<file path="config.mk">
export PLATFORM = sky130hd
export DESIGN_NAME = pipe_burst_sram
export DESIGN_NICKNAME = d
export VERILOG_FILES = /design/src/rtl/pbs_pkg.sv /design/src/rtl/pbs_cmd_seq.sv /design/src/rtl/pbs_store.sv /design/src/rtl/pipe_burst_sram.sv
export SDC_FILE = /design/constraint.sdc
export NUM_CORES = 2
export LEC_CHECK = 0
export BUFFER_PORTS_ARGS = -buffer_cell sky130_fd_sc_hd__buf_2
export CAP_MARGIN = 0
export CORE_MARGIN = 2
export CORE_UTILIZATION = 50
export DETAILED_ROUTE_END_ITERATION = 8
export GPL_TIMING_DRIVEN = 0
export PLACE_DENSITY_LB_ADDON = 0.15
export SYNTH_ARGS = -nofsm -noshare
export SYNTH_HDL_FRONTEND = slang
export SYNTH_SLANG_ARGS = --single-unit
</file>
<file path="constraint.sdc">
create_clock -name clk -period 2.8 [get_ports clk]
set_input_delay 0.56 -clock clk [delete_from_list [all_inputs] [get_ports clk]]
set_output_delay 0.56 -clock clk [all_outputs]
set_load 0.02 [all_outputs]
</file>
<file path="src/rtl/pbs_pkg.sv">
package pbs_pkg;
  typedef enum logic [1:0] {
    OP_IDLE  = 2'd0,
    OP_READ  = 2'd1,
    OP_WRITE = 2'd2
  } op_e;
endpackage

</file>
<file path="src/rtl/pbs_cmd_seq.sv">
// Command decode and burst address generation; registers the stage-1 command.
module pbs_cmd_seq #(
  parameter int AW    = 6,
  parameter int LANES = 4
) (
  input  logic             clk,
  input  logic             rst_n,
  input  logic             clk_en,
  input  logic             sel,
  input  logic             adv,
  input  logic             wr,
  input  logic [LANES-1:0] lane_we,
  input  logic             burst_ilv,
  input  logic [AW-1:0]    addr,
  output pbs_pkg::op_e     s1_op,
  output logic [AW-1:0]    s1_addr,
  output logic [LANES-1:0] s1_lanes
);
  import pbs_pkg::*;

  logic          act;
  logic [1:0]    cnt;
  logic [AW-1:0] base;
  logic          ilv_q;
  op_e           last_op;
  logic [1:0]    nxt_cnt;
  logic [1:0]    beat_lo;

  always_comb begin
    nxt_cnt = cnt + 2'd1;
    beat_lo = ilv_q ? (base[1:0] ^ nxt_cnt) : (base[1:0] + nxt_cnt);
  end

  always_ff @(posedge clk or negedge rst_n) begin
    if (!rst_n) begin
      act      <= 1'b0;
      cnt      <= 2'd0;
      base     <= '0;
      ilv_q    <= 1'b0;
      last_op  <= OP_IDLE;
      s1_op    <= OP_IDLE;
      s1_addr  <= '0;
      s1_lanes <= '0;
    end else if (clk_en) begin
      if (!adv) begin
        if (sel) begin
          act      <= 1'b1;
          cnt      <= 2'd0;
          base     <= addr;
          ilv_q    <= burst_ilv;
          last_op  <= wr ? OP_WRITE : OP_READ;
          s1_op    <= wr ? OP_WRITE : OP_READ;
          s1_addr  <= addr;
          s1_lanes <= wr ? lane_we : '0;
        end else begin
          act      <= 1'b0;
          s1_op    <= OP_IDLE;
          s1_lanes <= '0;
        end
      end else if (act) begin
        cnt      <= nxt_cnt;
        act      <= (nxt_cnt != 2'd3);
        s1_op    <= last_op;
        s1_addr  <= {base[AW-1:2], beat_lo};
        s1_lanes <= (last_op == OP_WRITE) ? lane_we : '0;
      end else begin
        s1_op    <= OP_IDLE;
        s1_lanes <= '0;
      end
    end
  end

  // advance with no open burst issues nothing
  a_r4_idle_advance: assert property (@(posedge clk) disable iff (!rst_n)
    (clk_en && adv && !act) |=> (s1_op == OP_IDLE));

  // each advance moves the beat counter by one
  a_r4_counter_step: assert property (@(posedge clk) disable iff (!rst_n)
    (clk_en && adv && act) |=> (cnt == $past(cnt) + 2'd1));

  // deselect issues nothing and closes the burst
  a_r8_deselect_closes: assert property (@(posedge clk) disable iff (!rst_n)
    (clk_en && !adv && !sel) |=> (s1_op == OP_IDLE && !act));

  // burst beats stay inside the aligned group of four
  a_r5_group_fixed: assert property (@(posedge clk) disable iff (!rst_n)
    (clk_en && adv && act) |=> (s1_addr[AW-1:2] == $past(base[AW-1:2])));

  // stalled edge leaves the command stage untouched
  a_r7_cmd_hold: assert property (@(posedge clk) disable iff (!rst_n)
    !clk_en |=> ($stable(s1_op) && $stable(cnt) && $stable(act)));
endmodule

</file>
<file path="src/rtl/pbs_store.sv">
// Lane-split storage: one write port with lane mask, one asynchronous read port.
module pbs_store #(
  parameter int DEPTH  = 64,
  parameter int AW     = 6,
  parameter int LANES  = 4,
  parameter int LANE_W = 9,
  localparam int DW    = LANES * LANE_W
) (
  input  logic             clk,
  input  logic             we,
  input  logic [AW-1:0]    waddr,
  input  logic [LANES-1:0] wmask,
  input  logic [DW-1:0]    wdata,
  input  logic [AW-1:0]    raddr,
  output logic [DW-1:0]    rdata
);
  for (genvar g = 0; g < LANES; g++) begin : g_lane
    logic [LANE_W-1:0] lane_mem [DEPTH];

    always_ff @(posedge clk) begin
      if (we && wmask[g]) lane_mem[waddr] <= wdata[g*LANE_W +: LANE_W];
    end

    assign rdata[g*LANE_W +: LANE_W] = lane_mem[raddr];
  end
endmodule

</file>
<file path="src/rtl/pipe_burst_sram.sv">
// Top: command stage, data-phase stage with in-flight write bypass, output stage.
module pipe_burst_sram #(
  parameter int DEPTH  = 64,
  parameter int LANES  = 4,
  parameter int LANE_W = 9,
  localparam int AW    = $clog2(DEPTH),
  localparam int DW    = LANES * LANE_W
) (
  input  logic             clk,
  input  logic             rst_n,
  input  logic             clk_en,
  input  logic             sel,
  input  logic             adv,
  input  logic             wr,
  input  logic [LANES-1:0] lane_we,
  input  logic             burst_ilv,
  input  logic [AW-1:0]    addr,
  input  logic             out_en,
  input  logic [DW-1:0]    dq_i,
  output logic [DW-1:0]    dq_o,
  output logic             dq_drive
);
  import pbs_pkg::*;

  op_e              s1_op;
  logic [AW-1:0]    s1_addr;
  logic [LANES-1:0] s1_lanes;

  logic             ph_wr_v;
  logic [AW-1:0]    ph_wr_addr;
  logic [LANES-1:0] ph_wr_lanes;
  logic             rd_valid_q;
  logic [DW-1:0]    dout_q;
  logic [DW-1:0]    rd_word;
  logic [DW-1:0]    merged;
  logic             hit;

  pbs_cmd_seq #(.AW(AW), .LANES(LANES)) u_seq (
    .clk      (clk),
    .rst_n    (rst_n),
    .clk_en   (clk_en),
    .sel      (sel),
    .adv      (adv),
    .wr       (wr),
    .lane_we  (lane_we),
    .burst_ilv(burst_ilv),
    .addr     (addr),
    .s1_op    (s1_op),
    .s1_addr  (s1_addr),
    .s1_lanes (s1_lanes)
  );

  // Write commits on the edge that samples its data from the bus.
  pbs_store #(.DEPTH(DEPTH), .AW(AW), .LANES(LANES), .LANE_W(LANE_W)) u_store (
    .clk  (clk),
    .we   (clk_en && ph_wr_v),
    .waddr(ph_wr_addr),
    .wmask(ph_wr_lanes),
    .wdata(dq_i),
    .raddr(s1_addr),
    .rdata(rd_word)
  );

  // A read one edge behind a write to the same word takes the lanes from the bus.
  always_comb begin
    hit = ph_wr_v && (ph_wr_addr == s1_addr);
    for (int l = 0; l < LANES; l++) begin
      merged[l*LANE_W +: LANE_W] = (hit && ph_wr_lanes[l]) ? dq_i[l*LANE_W +: LANE_W]
                                                           : rd_word[l*LANE_W +: LANE_W];
    end
  end

  always_ff @(posedge clk or negedge rst_n) begin
    if (!rst_n) begin
      ph_wr_v     <= 1'b0;
      ph_wr_addr  <= '0;
      ph_wr_lanes <= '0;
      rd_valid_q  <= 1'b0;
      dout_q      <= '0;
    end else if (clk_en) begin
      ph_wr_v     <= (s1_op == OP_WRITE);
      ph_wr_addr  <= s1_addr;
      ph_wr_lanes <= s1_lanes;
      rd_valid_q  <= (s1_op == OP_READ);
      if (s1_op == OP_READ) dout_q <= merged;
    end
  end

  assign dq_o     = dout_q;
  assign dq_drive = rd_valid_q && out_en;

  // a stalled edge freezes the data-phase stage and output
  a_r7_stall_holds: assert property (@(posedge clk) disable iff (!rst_n)
    !clk_en |=> ($stable(dout_q) && $stable(rd_valid_q) && $stable(ph_wr_v)));

  // a read data phase and a write data phase never share a cycle
  a_r9_phase_exclusive: assert property (@(posedge clk) disable iff (!rst_n)
    !(rd_valid_q && ph_wr_v));

  // output word changes only on an enabled edge that completes a read
  a_r1_output_source: assert property (@(posedge clk) disable iff (!rst_n)
    !(clk_en && s1_op == OP_READ) |=> $stable(dout_q));

  // nothing is driven or pending right after reset
  a_r11_reset_quiet: assert property (@(posedge clk)
    !rst_n |=> (!rd_valid_q && !ph_wr_v));
endmodule

</file>
# After elaboration in Yosys (flattened, before gate mapping)
# Memory sizes are Yosys's and may differ from the RTL's. A register that Yosys moved wholly into a read port is not among the register bits.
# Index checks and enable logic that the tools add are counted.
op_classes:
  shift: 0
  add_sub_neg: 2
  mul: 0
  n_lt_le_gt_ge: 0
  bitwise: 2
  n_eq_ne: 5
  muxes: 27
  n_reduce_logical: 14
  div: 0
op_table:
  columns: ["op", "n"]
  rows:
  - ["2-to-1 mux 4 bit", 5]
  - ["2-to-1 mux 6 bit", 3]
  - ["2-to-1 mux 2 bit", 8]
  - ["2-to-1 mux 1 bit", 11]
  - ["logical AND 1 bit", 6]
  - ["AND reduction 3 bit", 2]
  - ["equality test 2 bit (second input constant)", 2]
  - ["logical NOT 1 bit", 4]
  - ["adder 2 x 1 -> 2 bit (second input constant)", 1]
  - ["adder 2 bit", 1]
  - ["equality test 2 x 1 -> 1 bit (second input constant)", 1]
  - ["inequality test 2 x 1 -> 1 bit (second input constant)", 1]
  - ["inequality test 2 bit (second input constant)", 1]
  - ["AND reduction 2 bit", 1]
  - ["nonzero test 2 bit", 1]
  - ["bitwise XOR 2 bit", 1]
  - ["inverter 1 bit", 1]
word_totals:
  mem_bits_ro: 0
  word_cells: 66
  latchBits: 0
  n_memories: 4
  ram_bits: 2304
  output_inout_bits: 37
  regBits: 36
  input_bits: 54
mem_list:
  columns: ["name", "depth", "width", "read_ports", "rd_ports_with_merged_regs", "wr", "line", "rtl"]
  rows:
  - ["u_store.g_lane[0].lane_mem", 64, 9, 1, 1, 1, "pbs_store.sv:18", "logic [LANE_W-1:0] lane_mem [DEPTH];"]
  - ["u_store.g_lane[1].lane_mem", 64, 9, 1, 1, 1, "pbs_store.sv:18", null]
  - ["u_store.g_lane[2].lane_mem", 64, 9, 1, 1, 1, "pbs_store.sv:18", null]
  - ["u_store.g_lane[3].lane_mem", 64, 9, 1, 1, 1, "pbs_store.sv:18", null]

# Logic depth before layout (Yosys ltp)
logic_depth:
  ltp_word: 5
  depth_mapped: 11
  mapped_depth_nobuf: 7

# Hierarchy
# Synthesis repeated with hierarchy kept, for this count alone.
unflattened:
  cells_unflattened: 4417
  hier_area_um2: 92202.2
by_module_without_submodules:
  columns: ["module", "area_per_inst_um2", "cells_each", "seq_area_each_um2", "instances"]
  rows:
  - ["pbs_store", 88312.2, 4030, 69186.4, 1]
  - ["pipe_burst_sram", 2792.7, 291, 1201.2, 1]
  - ["pbs_cmd_seq", 1097.3, 96, 600.6, 1]

# Worst setup path after synthesis
# Ideal clock, no wire load.
synth_timing:
  kind: "reg-to-reg"
  start: "reg u_seq.s1_addr[0]"
  end: "reg dout_q[22], in the netlist dq_o[22], read port of u_store.g_lane[2].lane_mem"
  path_slack_ns: 0.376
  period_less_slack_ns: 2.424
  required_ns: 2.666
  stages_incl_launch_ff: 11
  arrival_time_ns: 2.289
  setup_ns: 0.134
  path_cell_list: "dfrtp_1 -> buf_6 -> buf_6 -> buf_6 -> buf_6 -> buf_2 -> mux4_2 -> a22oi_1 -> a21oi_1 -> o41ai_1 -> a21oi_1"
synth_lines:
  columns: ["element", "line", "rtl"]
  rows:
  - ["from (decl)", "pbs_cmd_seq.sv:16", "output logic [AW-1:0] s1_addr,"]
  - ["from (signal assigned)", "pbs_cmd_seq.sv:53", "s1_addr <= addr;"]
  - ["from (signal assigned)", "pbs_cmd_seq.sv:64", "s1_addr <= {base[AW-1:2], beat_lo};"]
  - ["to (decl)", "pipe_burst_sram.sv:33", "logic [DW-1:0] dout_q;"]

==> flow_summary.json <==
{
  "tightest_slew_ps": 1489,
  "crit_required_ps": 3620,
  "io_buffers": 89,
  "grt_pass1_vias": 48020,
  "synthMuxAreaShare": 0.1552,
  "clk_pin_slew_ps": 70,
  "synthSimpleGateAreaFrac": 0.02279,
  "core-area_mm2": 0.1825,
  "path_max_fanout": 10,
  "maxCapViolCount": 0,
  "synth.distinct_cells": 55,
  "drtPass1Iterations": 8,
  "die_area_mm2": 0.1867,
  "vdd_ir_drop_max_uv": 642.8,
  "final_common_cell": "edfxtp_1",
  "p_total_mw": 101.0,
  "mostFrequentLayoutCells": "edfxtp_1, mux4_2, nor2_4",
  "die_y_um": 432.0,
  "setup_slack_ps": -339.1,
  "track_usage": 0.3493,
  "cts_buffers": 233,
  "grt_pass1_wl_um": 427100,
  "die_w_um": 432.0,
  "wirelength_um": 327300,
  "cts_tree": "done",
  "gp_congestion": 1.043,
  "wl_per_cell_um": 44.08,
  "viasPerCell": 6.857,
  "synth_xor_area_frac": 0.0007648,
  "postRouteAntennaNets": 0,
  "syn_area_per_cell_um2": 21.37,
  "crit_arrival_ps": 3960,
  "hold_violations": 0,
  "grt_overflow": 0,
  "rows": 157,
  "htreeDepth": 4,
  "clockBufferDepth": 3,
  "period_share": 1.121,
  "final_nets": 4874,
  "antenna_found_initial": 18,
  "hold_path.class": "in -> reg",
  "drcViolationCount": 0,
  "hpwl_um": 212800,
  "dr_total_vias": 50900,
  "io_pins": 91,
  "setup.worst_path.start_class": "register",
  "fin_crit_ps": 3139,
  "slew_headroom": 0.007253,
  "ys_ff_latch": 2376,
  "yosys_warnings": 0,
  "synth_adder_area_share": 0.0002732,
  "status": "complete, but fails checks",
  "endpoint_kind": "register",
  "synth_edf_count": 2304,
  "syn-instance-count": 4287,
  "power_density_mw_per_mm2": 903.7,
  "synth_area_mm2": 0.09161,
  "clock_skew_ps": 48.56,
  "area_delta_synth_final_pct": 21.96,
  "synth_flop_cell": "edfxtp_1",
  "insertion_delay_ps": 900,
  "grt_max_degree": 66,
  "setup_viol": 131,
  "rsz0062_at_grt": "yes",
  "violations": "negative setup slack",
  "p_leak_nw": 34.33,
  "synthArstFlopShare": 0.03030,
  "drtIter0Drc": 8947,
  "ys_seq_area_frac": 0.7749,
  "synth-compound-area-share": 0.03241,
  "setup_tns_ps": -10160,
  "fmax_mhz": 318.6,
  "synthesis.nets": 4343,
  "cts_sinks": 2376,
  "timing.final.max_slew_violations": 0,
  "initial_core_util": 0.5020,
  "synth_top_family_by_area": "multiplexers",
  "worstSetupPathType": "reg -> reg",
  "drive_gt1_frac": 0.4223,
  "cts_root_buffer": "clkbuf_16"
}
-- through the flow --
step	util	hold WS, ps	cell area (um2)	setup slack (ps)	instances
3_3_place_gp	0.5208	478.5	95040	-3262	6761
2_1_floorplan	-	264.4	91610	376.3	4287
3_5_place_dp	0.5215	485.6	95170	-2546	6765
6_report	0.6123	119.2	111700	-339.1	7424
5_1_grt	0.6121	132.8	111700	-336.8	7411
4_1_cts	0.5955	100.6	108700	-397.9	7330
-- cells in the mapped netlist (4+ instances only) --
cell type,number,share of area
a21oi_1,159,0.0087
a221oi_1,6,0.00057
a22oi_1,195,0.016
a2bb2oi_1,5,0.00048
a31oi_1,4,0.00027
and2_1,6,0.00041
and3_1,6,0.00041
and3b_1,5,0.00048
buf_1,20,0.00082
buf_2,51,0.0028
buf_4,17,0.0014
buf_6,13,0.0016
clkbuf_1,159,0.0065
dfrtp_1,72,0.020
edfxtp_1,2304,0.76
inv_1,11,0.00045
mux2_2,38,0.0047
mux2i_1,43,0.0047
mux4_2,593,0.15
nand2_1,116,0.0048
nand3_1,11,0.00060
nand4_1,5,0.00034
nor2_1,308,0.013
nor2b_1,7,0.00048
nor3_1,8,0.00044
nor3b_1,6,0.00049
nor4_1,11,0.00075
o21ai_0,28,0.0015
o31ai_1,4,0.00033
o41ai_1,28,0.0027
xnor2_1,6,0.00057
-- power by group --
group | internal [mW] | switching [mW]
registers | 39.4 | 0.747
clock network | 17.9 | 13.8
logic | 11.6 | 17.6
total | 68.8 | 32.1
-- metal layers --
| metal | share of wire | global-route usage |
|---|---|---|
| met1 | 0.36 | 0.4662 |
| met2 | 0.44 | 0.5086 |
| met3 | 0.13 | 0.1141 |
| met4 | 0.069 | 0.1977 |
| met5 | 0.00083 | 0.005204 |
-- sequential cells by signal (all words and copies together), names as in the netlist, 2 cells and up --
signal	flops
u_seq.s1_op	2
u_seq.cnt	2
u_seq.base	6
u_seq.s1_addr	6
ph_wr_lanes	4
u_store.g_lane.lane_mem	2304
dq_o	36
u_seq.last_op	2
u_seq.s1_lanes	4
ph_wr_addr	6
-- worst max-delay path, cell delays in order (launching register included) --
cell and delay [ps]:
dfrtp_1 350, buf_2 410, and2_2 390, clkbuf_1 870, a22oi_1 320, a21oi_1 350, o41ai_4 150, a21oi_1 200
-- cell families (layout without fill, tap and decap cells) --
| kind of cell | count (synthesis) | count (layout) |
|---|---|---|
| DFF | 2376 | 2376 |
| buffers and inverters | 275 | 1013 |
| muxes | 674 | 674 |
| other | 0 | 14 |
| adders and majority gates | 2 | 2 |
| AOI/OAI and AO/OA | 450 | 450 |
| and+or+nand+nor | 502 | 502 |
| xor gates and xnor gates | 8 | 8 |
-- worst paths after layout --
path	slack [ps]	end	from	cells after the start
max	-340	dq_o[4]	u_seq.s1_addr[3]	7
min	120	u_seq.last_op[1]	sel	3
max reg2reg	-340	dq_o[4]	u_seq.s1_addr[3]	7
min reg2reg	510	u_seq.base[2]	u_seq.base[2]	1
max in group asynchronous	1980	ph_wr_addr[4]	rst_n	3
min in group asynchronous	140	dq_o[6]	rst_n	2
-- repair_timing --
action | CTS | global route
pin swaps | 80 | 99
hold buffers | 13 | 0
cloned | 11 | 5
hold endpoints to repair | 88 | 0
endpoints found under the setup margin | 2344 | 2341
buffers inserted | 104 | 94
resized for setup | 1112 | 550
-- cell type report --
class	instances	area (um2)
timing repair buffer	315	3344
tap	2385	2984
fill	12600	70760
sequential	2376	70990
inverter	15	67.56
clock inverter	153	1394
antenna	14	35.03
buffer	241	2914
multi-input combinational	1636	23780
clock buffer	289	6220
Power figures use the tool's default switching activity.
